### src/rtl/wprot_pkg.sv
package wprot_pkg;

    // window length in ticks: rounded up, plus one tick for unknown tick phase
    function automatic int unsigned win_ticks(input int unsigned span_ns,
                                              input int unsigned tick_ns);
        return (span_ns + tick_ns - 1) / tick_ns + 1;
    endfunction

    typedef struct packed {
        logic prot;   // protect bit
        logic pend;   // clear waiting for hold window
        logic lock;   // set lockout after a clear
    } wprot_st_t;

endpackage

### src/rtl/wprot_tick_cnt.sv
module wprot_tick_cnt #(
    parameter int unsigned LIMIT = 4
) (
    input  logic clk_i,
    input  logic rst_ni,
    input  logic clr_i,
    input  logic run_i,
    input  logic tick_i,
    output logic done_o
);
    localparam int unsigned W = $clog2(LIMIT + 1);
    localparam logic [W-1:0] LIM = W'(LIMIT);

    logic [W-1:0] cnt_d, cnt_q;

    always_comb begin
        cnt_d = cnt_q;
        if (clr_i) begin
            cnt_d = '0;
        end else if (run_i && tick_i && (cnt_q != LIM)) begin
            cnt_d = cnt_q + 1'b1;
        end
    end

    always_ff @(posedge clk_i or negedge rst_ni) begin
        if (!rst_ni) cnt_q <= '0;
        else         cnt_q <= cnt_d;
    end

    assign done_o = (cnt_q == LIM);

    AST_CNT_SATURATES: assert property (@(posedge clk_i) disable iff (!rst_ni)
        (cnt_q == LIM) && !clr_i |=> cnt_q == LIM);

endmodule

### src/rtl/wprot_ctrl.sv
module wprot_ctrl #(
    parameter int unsigned TICK_NS = 30518,
    parameter int unsigned LOCK_NS = 62000,
    parameter int unsigned QUAL_NS = 2000000,
    parameter int unsigned HOLD_NS = 11000000
) (
    input  logic clk_i,
    input  logic rst_ni,
    input  logic tick_i,
    input  logic cs_i,
    input  logic wr_i,
    input  logic wr_val_i,
    input  logic ram_mode_i,
    output logic prot_o,
    output logic ram_wr_inhibit_o
);
    import wprot_pkg::*;

    localparam int unsigned LOCK_T = win_ticks(LOCK_NS, TICK_NS);
    localparam int unsigned QUAL_T = win_ticks(QUAL_NS, TICK_NS);
    localparam int unsigned HOLD_T = win_ticks(HOLD_NS, TICK_NS);

    wprot_st_t st_d, st_q;
    logic cs_aged, hold_done, lock_done;
    logic set_ok, clr_ok, clr_done;

    // chip-select age: cleared while low, counts ticks while high
    wprot_tick_cnt #(.LIMIT(QUAL_T)) u_cs_age (
        .clk_i (clk_i), .rst_ni(rst_ni), .clr_i(!cs_i), .run_i(cs_i),
        .tick_i(tick_i), .done_o(cs_aged));

    // hold window of a pending clear
    wprot_tick_cnt #(.LIMIT(HOLD_T)) u_hold (
        .clk_i (clk_i), .rst_ni(rst_ni), .clr_i(!st_q.pend), .run_i(st_q.pend),
        .tick_i(tick_i), .done_o(hold_done));

    // set lockout after the bit falls
    wprot_tick_cnt #(.LIMIT(LOCK_T)) u_lock (
        .clk_i (clk_i), .rst_ni(rst_ni), .clr_i(!st_q.lock), .run_i(st_q.lock),
        .tick_i(tick_i), .done_o(lock_done));

    always_comb begin
        set_ok   = wr_i && wr_val_i && cs_i && !st_q.lock;
        clr_ok   = wr_i && !wr_val_i && cs_i && cs_aged && st_q.prot && !st_q.pend;
        clr_done = st_q.pend && hold_done && cs_i;

        st_d = st_q;
        if (st_q.lock && lock_done) st_d.lock = 1'b0;
        if (st_q.pend && !cs_i)     st_d.pend = 1'b0;
        if (clr_ok)                 st_d.pend = 1'b1;
        if (clr_done) begin
            st_d.prot = 1'b0;
            st_d.pend = 1'b0;
            st_d.lock = 1'b1;
        end
        if (set_ok) begin
            st_d.prot = 1'b1;
            st_d.pend = 1'b0;
            st_d.lock = 1'b0;
        end
    end

    always_ff @(posedge clk_i or negedge rst_ni) begin
        if (!rst_ni) st_q <= '{prot: 1'b1, pend: 1'b0, lock: 1'b0};
        else         st_q <= st_d;
    end

    assign prot_o           = st_q.prot;
    assign ram_wr_inhibit_o = st_q.prot && ram_mode_i;

    AST_SET_TAKES: assert property (@(posedge clk_i) disable iff (!rst_ni)
        wr_i && wr_val_i && cs_i && !st_q.lock |=> st_q.prot);
    AST_SET_NEEDS_CS: assert property (@(posedge clk_i) disable iff (!rst_ni)
        !cs_i && !st_q.prot |=> !st_q.prot);
    AST_LOCK_BLOCKS: assert property (@(posedge clk_i) disable iff (!rst_ni)
        st_q.lock && !st_q.prot |=> !st_q.prot);
    AST_FALL_NEEDS_PEND: assert property (@(posedge clk_i) disable iff (!rst_ni)
        $fell(st_q.prot) |-> $past(st_q.pend) && $past(cs_i));
    AST_CS_DROPS_PEND: assert property (@(posedge clk_i) disable iff (!rst_ni)
        st_q.pend && !cs_i |=> !st_q.pend && st_q.prot);
    AST_PEND_ONLY_PROT: assert property (@(posedge clk_i) disable iff (!rst_ni)
        st_q.pend |-> st_q.prot && !st_q.lock);

endmodule

### config.mk
export PLATFORM = sky130hd
export DESIGN_NAME = wprot_ctrl
export DESIGN_NICKNAME = d
export VERILOG_FILES = /design/src/rtl/wprot_pkg.sv /design/src/rtl/wprot_tick_cnt.sv /design/src/rtl/wprot_ctrl.sv
export SDC_FILE = /design/constraint.sdc
export NUM_CORES = 1
export LEC_CHECK = 0
export BUFFER_PORTS_ARGS = -buffer_cell sky130_fd_sc_hd__buf_2
export CELL_PAD_IN_SITES_DETAIL_PLACEMENT = 1
export CELL_PAD_IN_SITES_GLOBAL_PLACEMENT = 1
export CORE_ASPECT_RATIO = 1.75
export CORE_MARGIN = 8
export CORE_UTILIZATION = 43
export CTS_BUF_LIST = sky130_fd_sc_hd__clkbuf_16
export DETAILED_ROUTE_END_ITERATION = 7
export HOLD_SLACK_MARGIN = 0.05
export PLACE_DENSITY_LB_ADDON = 0.1
export SETUP_SLACK_MARGIN = 0.1
export SLEW_MARGIN = 5
export SYNTH_ARGS = -nofsm -noshare
export SYNTH_HDL_FRONTEND = slang
export SYNTH_SLANG_ARGS = --single-unit
### constraint.sdc
create_clock -name clk_i -period 1.9 [get_ports clk_i]
set_input_delay 0.095 -clock clk_i [delete_from_list [all_inputs] [get_ports clk_i]]
set_output_delay 0.095 -clock clk_i [all_outputs]
set_load 0.1 [all_outputs]
==> impl_metrics.py, run 1 <==
metrics = {
    "cells_and_area": {
        "stdcell_count": 157,
        "final_common_cell": "dfrtp_1",
        "fin_nets": 143,
        "num_antenna_cells": 0,
        "synthToLayoutAreaGrowth_pct": 13.40,
        "drive_gt1_share_pct": 12.31,
        "final_area_mm2": 0.001334,
        "layout_common_cells": "dfrtp_1, nand2_1, a21oi_1, inv_1, buf_2",
    },
    "floorplan": {
        "fp.dieH_um": 85.19,
        "core_mm2": 0.002659,
        "start_util_pct": 44.24,
        "io_pins": 9,
        "die_area_mm2": 0.004731,
        "row_count": 25,
        "die_x_um": 55.54,
    },
    "placed_design": {
        "dp_hpwl_um": 1996,
        "place.gp.congestion": 0.7375,
        "dp.cells": 152,
        "placed_area_mm2": 0.001245,
        "io_buffer_count": 8,
    },
    "yosys": {
        "ys.flop_type": "dfrtp_1",
        "synth.cell_area_mm2": 0.001176,
        "synth_edf_count": 0,
        "netlist_top_cells_area": "dfrtp_1, ha_1, nand2_1",
        "syn_inst": 118,
        "yosys.area.top_type": "dfrtp_1",
        "ys_ff_latch": 22,
        "yosys_warnings": 0,
        "async_reset_ff_share_pct": 100.0,
        "synth_top_area_share_pct": 44.68,
        "yosysUniqueCellTypes": 32,
        "synth_nets": 130,
        "seq_area_frac_synth_pct": 46.91,
        "postSynthAreaPerCell_um2": 9.967,
    },
    "sta": {
        "tightest_slew_ps": 501.4,
        "finalSetupViolations": 0,
        "period_share_pct": 82.55,
        "whs_ps": 131.0,
        "tns_ps": 0,
        "skew_ps": 2.347,
        "hold_viol": 0,
        "max_slew_margin_pct": 66.58,
        "clock.fmax_mhz": 637.6,
        "rsz0062_at_grt": "no",
        "fin_crit_ps": 1568,
        "slew_viol_final": 0,
    },
    "route": {
        "drt_iter0_drc": 9,
        "final_antenna_net_count": 0,
        "drtPass1Iterations": 4,
        "wire_per_inst_um": 16.97,
        "drc": 0,
        "routed_via_density": 5.917,
        "vias": 929,
        "wirelength_um": 2665,
    },
    "power": {
        "clkPwrFrac_pct": 45.6,
        "peakVddDrop_uv": 576.3,
        "swShare_pct": 21.86,
        "power_leakage_nw": 0.5678,
        "power_mw": 0.9899,
        "p_per_area_mw_per_mm2": 742.2,
        "p_int_mw": 0.7736,
        "power_frac_comb_pct": 6.1,
        "seq_power_share_pct": 48.2,
        "switchingPower_mw": 0.2164,
    },
    "worst_setup_path": {
        "r2r_slack_ps": 330,
        "cp_cell_sequence": "ha_1 -> nor4b_1 -> a21boi_0 -> mux2i_1",
        "path_class": "reg -> reg",
        "cp-endpoint": "u_cs_age.cnt_q[0]$_DFFE_PN0P_",
        "reg2reg_to": "u_cs_age.cnt_q[0]$_DFFE_PN0P_",
        "arrival_ps": 1690,
        "critPathRequiredTime_ps": 2030,
        "cp-startpoint": "u_cs_age.cnt_q[0]$_DFFE_PN0P_",
        "crit_slowest_cell": "nor4b_1",
        "cp-start-kind": "register",
        "cp_slowest_stage_delay_ps": 420,
        "cp_num_buf_inv": 0,
        "worstPathMaxFanout": 4,
        "reg2regPathDepth": 4,
        "r2r_start": "u_cs_age.cnt_q[0]$_DFFE_PN0P_",
        "crit_family": "simple AND/OR/NAND/NOR gates",
        "path_depth": 4,
        "endpoint_kind": "register",
    },
    "clocking": {
        "ctsResizeCount": 0,
        "clock_path_buffers": 2,
        "insertion_delay_ps": 260,
        "cts-root-buf": "clkbuf_16",
        "clk_pin_slew_ps": 60,
        "post_cts_buffers": 0,
        "cts_buffers": 3,
        "htreeDepth": 1,
        "clock-sinks": 22,
        "hold_buffers": 1,
        "cts_tree": "yes",
    },
    "global_routing": {
        "grt_overflow_total": 0,
        "grt_pass1_wl_um": 4788,
        "grt_max_degree": 23,
        "grt.total_usage_pct": 12.27,
        "antenna_found_initial": 0,
        "grt_pass1_vias": 1057,
    },
    "run": {
        "maxCapViolations": 0,
    },
    "worst_hold_path": {
        "hp-class": "in -> reg",
    },
    "status": {
        "run_status": "complete, no violations",
    },
}
-- cell usage after synthesis (2+ instances only) --
library cell  instances
nor2_1                4
mux2i_1               5
o21ai_0               7
inv_1                 7
nand3_1               5
dfrtp_1              21
and2_1                2
ha_1                  5
nand2_1              14
a21boi_0              3
or3_1                 4
a21oi_1              10
nor2b_1               2
nand2b_1              2
nand4_1               5
xor2_1                4
or4_1                 2
o31ai_1               2
-- stage by stage --
step                util [%]  worst slack, ps
floorplan                  -            119.7
global placement       46.82            350.9
detailed placement     46.82            320.6
CTS                    50.16            312.5
global route           50.16            136.5
finish                 50.16            331.6
-- layout make-up --
class	count	area, um^2
clock buffers	3	75.07
clock inverters	1	3.754
fillers	313	1325
inverters	7	26.28
multi-input cells	88	593.1
flip-flops and latches	22	551.8
well taps	27	33.78
repair buffers	9	50.05
-- power groups by stage --
stage	registers (mW)	clock network, mW	logic, mW
3_5_place_dp	0.486	0	0.0611
5_1_grt	0.478	0.481	0.0692
3_3_place_gp	0.486	0	0.0585
6_report	0.477	0.452	0.0607
4_1_cts	0.477	0.464	0.0626
2_1_floorplan	0.486	0	0.0336
-- tightest hold or removal path: cells and delay by family --
kind	cells	cell delay, ps
buffers and inverters	1	130
AO/OA/AOI/OAI	2	130
-- kinds of logic after synthesis --
group | count (synthesis) | share of synthesized area (%)
compound gates | 26 | 13.30
xor+xnor | 5 | 3.723
fa+ha+maj | 5 | 5.319
buf+inv | 8 | 2.660
flops | 22 | 46.91
mux | 5 | 4.255
simple gates | 47 | 23.83
-- flip-flops by register name, summed over array words and instances, names as in the netlist --
signal          flops
u_hold.cnt_q        9
prot_o              1
st_q                2
u_lock.cnt_q        3
u_cs_age.cnt_q      7
-- layer usage --
| metal | global-route usage, % | routed length [um] | vias to the layer above |
|---|---|---|---|
| met4 | 5.405 | 53 | 0 |
| met1 | 12.69 | 1082 | 466 |
| met3 | 1.943 | 39 | 5 |
| met2 | 23.05 | 1488 | 9 |
| met5 | 0 | 0 | - |
| li1 | - | - | 449 |
-- how the worst min path moves through the flow --
| stage | startpoint | endpoint | slack [ps] | cells past startpoint |
|---|---|---|---|---|
| after floorplan | rst_ni | st_q[0]$_DFFE_PN0P_ | -200 | 0 |
| final | cs_i | st_q[1]$_DFFE_PN0P_ | 130 | 3 |
| after global routing | cs_i | u_cs_age.cnt_q[0]$_DFFE_PN0P_ | 160 | 3 |
| after global placement | rst_ni | u_hold.cnt_q[4]$_DFFE_PN0P_ | 90 | 1 |
| after CTS | cs_i | st_q[1]$_DFFE_PN0P_ | 130 | 3 |
| after detailed placement | rst_ni | u_hold.cnt_q[4]$_DFFE_PN0P_ | 100 | 1 |
No activity file was read; power rests on OpenSTA's default activity.
==> run 2: changes to the inputs <==
CORE_UTILIZATION = 41   (was 43)
clock period = 1.4 ns   (was 1.9 ns; I/O delays follow)
==> run 2 against run 1 <==
  * The flow now finishes with violations (setup timing)
  * Worst setup slack worse by 370 ps
  * Clock power grew 35%
  * Non-clock buffer count rose by 17
  * Cell area grew 17%
  * Sequential power rose by 36%
  * Sequential cell count did not move
  * Sequential share of layout area fell by 5.6 points
==> impl_metrics.py, run 2 (same netlist as run 1, synthesis figures left out) <==
metrics = {
    "clocking": {
        "clk_pin_slew_ps": 60,
        "clock_path_buffers": 2,
        "cts-root-buf": "clkbuf_16",
        "insertion_delay_ps": 250,
        "htreeDepth": 1,
        "cts_buffers": 3,
        "clock-sinks": 22,
        "cts_tree": "yes",
    },
    "route": {
        "drc": 0,
        "vias": 991,
        "wire_per_inst_um": 17.36,
        "drt_iter0_drc": 19,
        "routed_via_density": 5.695,
        "final_antenna_net_count": 0,
        "wirelength_um": 3020,
        "drtPass1Iterations": 4,
    },
    "worst_hold_path": {
        "holdCritStartpoint": "cs_i",
        "hp-class": "in -> reg",
        "hold_depth": 3,
    },
    "sta": {
        "period_share_pct": 102.8,
        "fin_crit_ps": 1439,
        "skew_ps": 4.624,
        "rsz0062_at_grt": "yes",
        "slew_viol_final": 0,
        "tightest_slew_ps": 512.9,
        "whs_ps": 102.1,
        "clock.fmax_mhz": 694.8,
        "finalSetupViolations": 3,
        "hold_viol": 0,
        "fin_ws_ps": -39.18,
        "max_slew_margin_pct": 65.81,
    },
    "worst_setup_path": {
        "worstPathMaxFanout": 4,
        "crit_family": "simple AND/OR/NAND/NOR gates",
        "critPathRequiredTime_ps": 1580,
        "reg2regPathDepth": 3,
        "cp_cell_sequence": "or4b_4 -> o21ai_4 -> mux2i_1",
        "arrival_ps": 1610,
        "cp-startpoint": "u_hold.cnt_q[7]$_DFFE_PN0P_",
        "crit_slowest_cell": "or4b_4",
        "r2r_slack_ps": -40,
        "r2r_start": "u_hold.cnt_q[7]$_DFFE_PN0P_",
        "cp_slowest_stage_delay_ps": 600,
        "path_depth": 3,
        "cp_num_buf_inv": 0,
        "cp-start-kind": "register",
        "path_class": "reg -> reg",
        "endpoint_kind": "register",
    },
    "placed_design": {
        "io_buffer_count": 8,
        "dp.cells": 164,
        "place.gp.congestion": 0.7171,
        "placed_area_mm2": 0.001385,
        "dp_hpwl_um": 2230,
    },
    "global_routing": {
        "grt.total_usage_pct": 12.95,
        "grt_pass1_wl_um": 5126,
        "grt_overflow_total": 0,
        "grt_pass1_vias": 1104,
        "grt_max_degree": 23,
        "antenna_found_initial": 0,
    },
    "cells_and_area": {
        "largest_register_ffs": 9,
        "final_common_cell": "dfrtp_1",
        "nFillCells": 320,
        "drive_gt1_share_pct": 31.29,
        "largestRegisters": "u_hold.cnt_q x9, u_cs_age.cnt_q x7, u_lock.cnt_q x3",
        "final_area_mm2": 0.001556,
        "num_antenna_cells": 0,
        "layout_common_cells": "dfrtp_1, buf_4, nand2_1, a21oi_1",
        "fin_nets": 160,
        "synthToLayoutAreaGrowth_pct": 32.34,
        "largest-register": "u_hold.cnt_q",
        "stdcell_count": 174,
    },
    "power": {
        "p_per_area_mw_per_mm2": 879.2,
        "peakVddDrop_uv": 770.0,
        "power_mw": 1.369,
        "power_leakage_nw": 0.6620,
    },
    "status": {
        "failed_checks": "setup timing",
        "run_status": "finished with violations",
    },
    "floorplan": {
        "core_mm2": 0.002721,
        "fp.dieH_um": 86.85,
        "die_area_mm2": 0.004906,
        "row_count": 25,
        "die_x_um": 56.49,
        "io_pins": 9,
        "start_util_pct": 43.22,
    },
    "run": {
        "maxCapViolations": 0,
    },
}
## run 2: path summary, 6_finish.rpt
path,to
worst max register to register,u_hold.cnt_q[1]$_DFFE_PN0P_
worst max-delay path,u_hold.cnt_q[1]$_DFFE_PN0P_
worst min register to register,u_cs_age.cnt_q[6]$_DFFE_PN0P_
max in group asynchronous,u_cs_age.cnt_q[2]$_DFFE_PN0P_
min in group asynchronous,u_hold.cnt_q[8]$_DFFE_PN0P_
worst min-delay path,u_cs_age.cnt_q[0]$_DFFE_PN0P_
## run 2: worst min-delay path, cell delays in order
cell     delay [ps]
buf_2           130
nand2_1          70
mux2i_1          50
## run 2: per-stage QoR
| step | setup TNS [ps] | util, % | setup slack (ps) |
|---|---|---|---|
| 2_1_floorplan | 0 | - | 22.91 |
| 4_1_cts | -70.96 | 56.00 | -28.67 |
| 5_1_grt | -293.7 | 57.20 | -77.56 |
| 6_report | -89.88 | 57.20 | -39.18 |
| 3_3_place_gp | 0 | 50.90 | 13.47 |
| 3_5_place_dp | -22.58 | 50.90 | -10.85 |
## run 2: routing by layer
metal	global-route usage, %	vias up	part of all wire [%]
li1	-	482	-
met1	13.53	501	39
met2	24.75	6	59
met3	1.901	2	1.1
met4	4.615	0	0.96
met5	0	-	0
## run 2: layout make-up
cell class	count	area (um^2)	share of cell area (%)
flip-flops and latches	22	556.8	35.77
repair buffers	26	207.7	13.34
clock buffers	3	75.07	4.823
multi-input cells	88	653.1	41.96
clock inverters	1	3.754	0.2412
inverters	7	26.28	1.688
well taps	27	33.78	2.170
## run 2: what timing repair did
| item | in CTS | in global routing |
|---|---|---|
| resized for setup | 12 | 3 |
| setup buffers | 2 | 3 |
| hold buffers | 1 | 0 |
| pin swaps | 3 | 6 |
| setup endpoints to repair | 14 | 16 |
| cloned | 0 | 0 |
| endpoints found under the hold margin | 21 | 0 |
## run 2: report_power, final
group          internal (mW)  switching, mW  leakage, nW  total, mW
clock network          0.381          0.231       0.0385      0.612
registers              0.642        0.00546        0.301      0.648
logic                 0.0459         0.0630        0.323      0.109
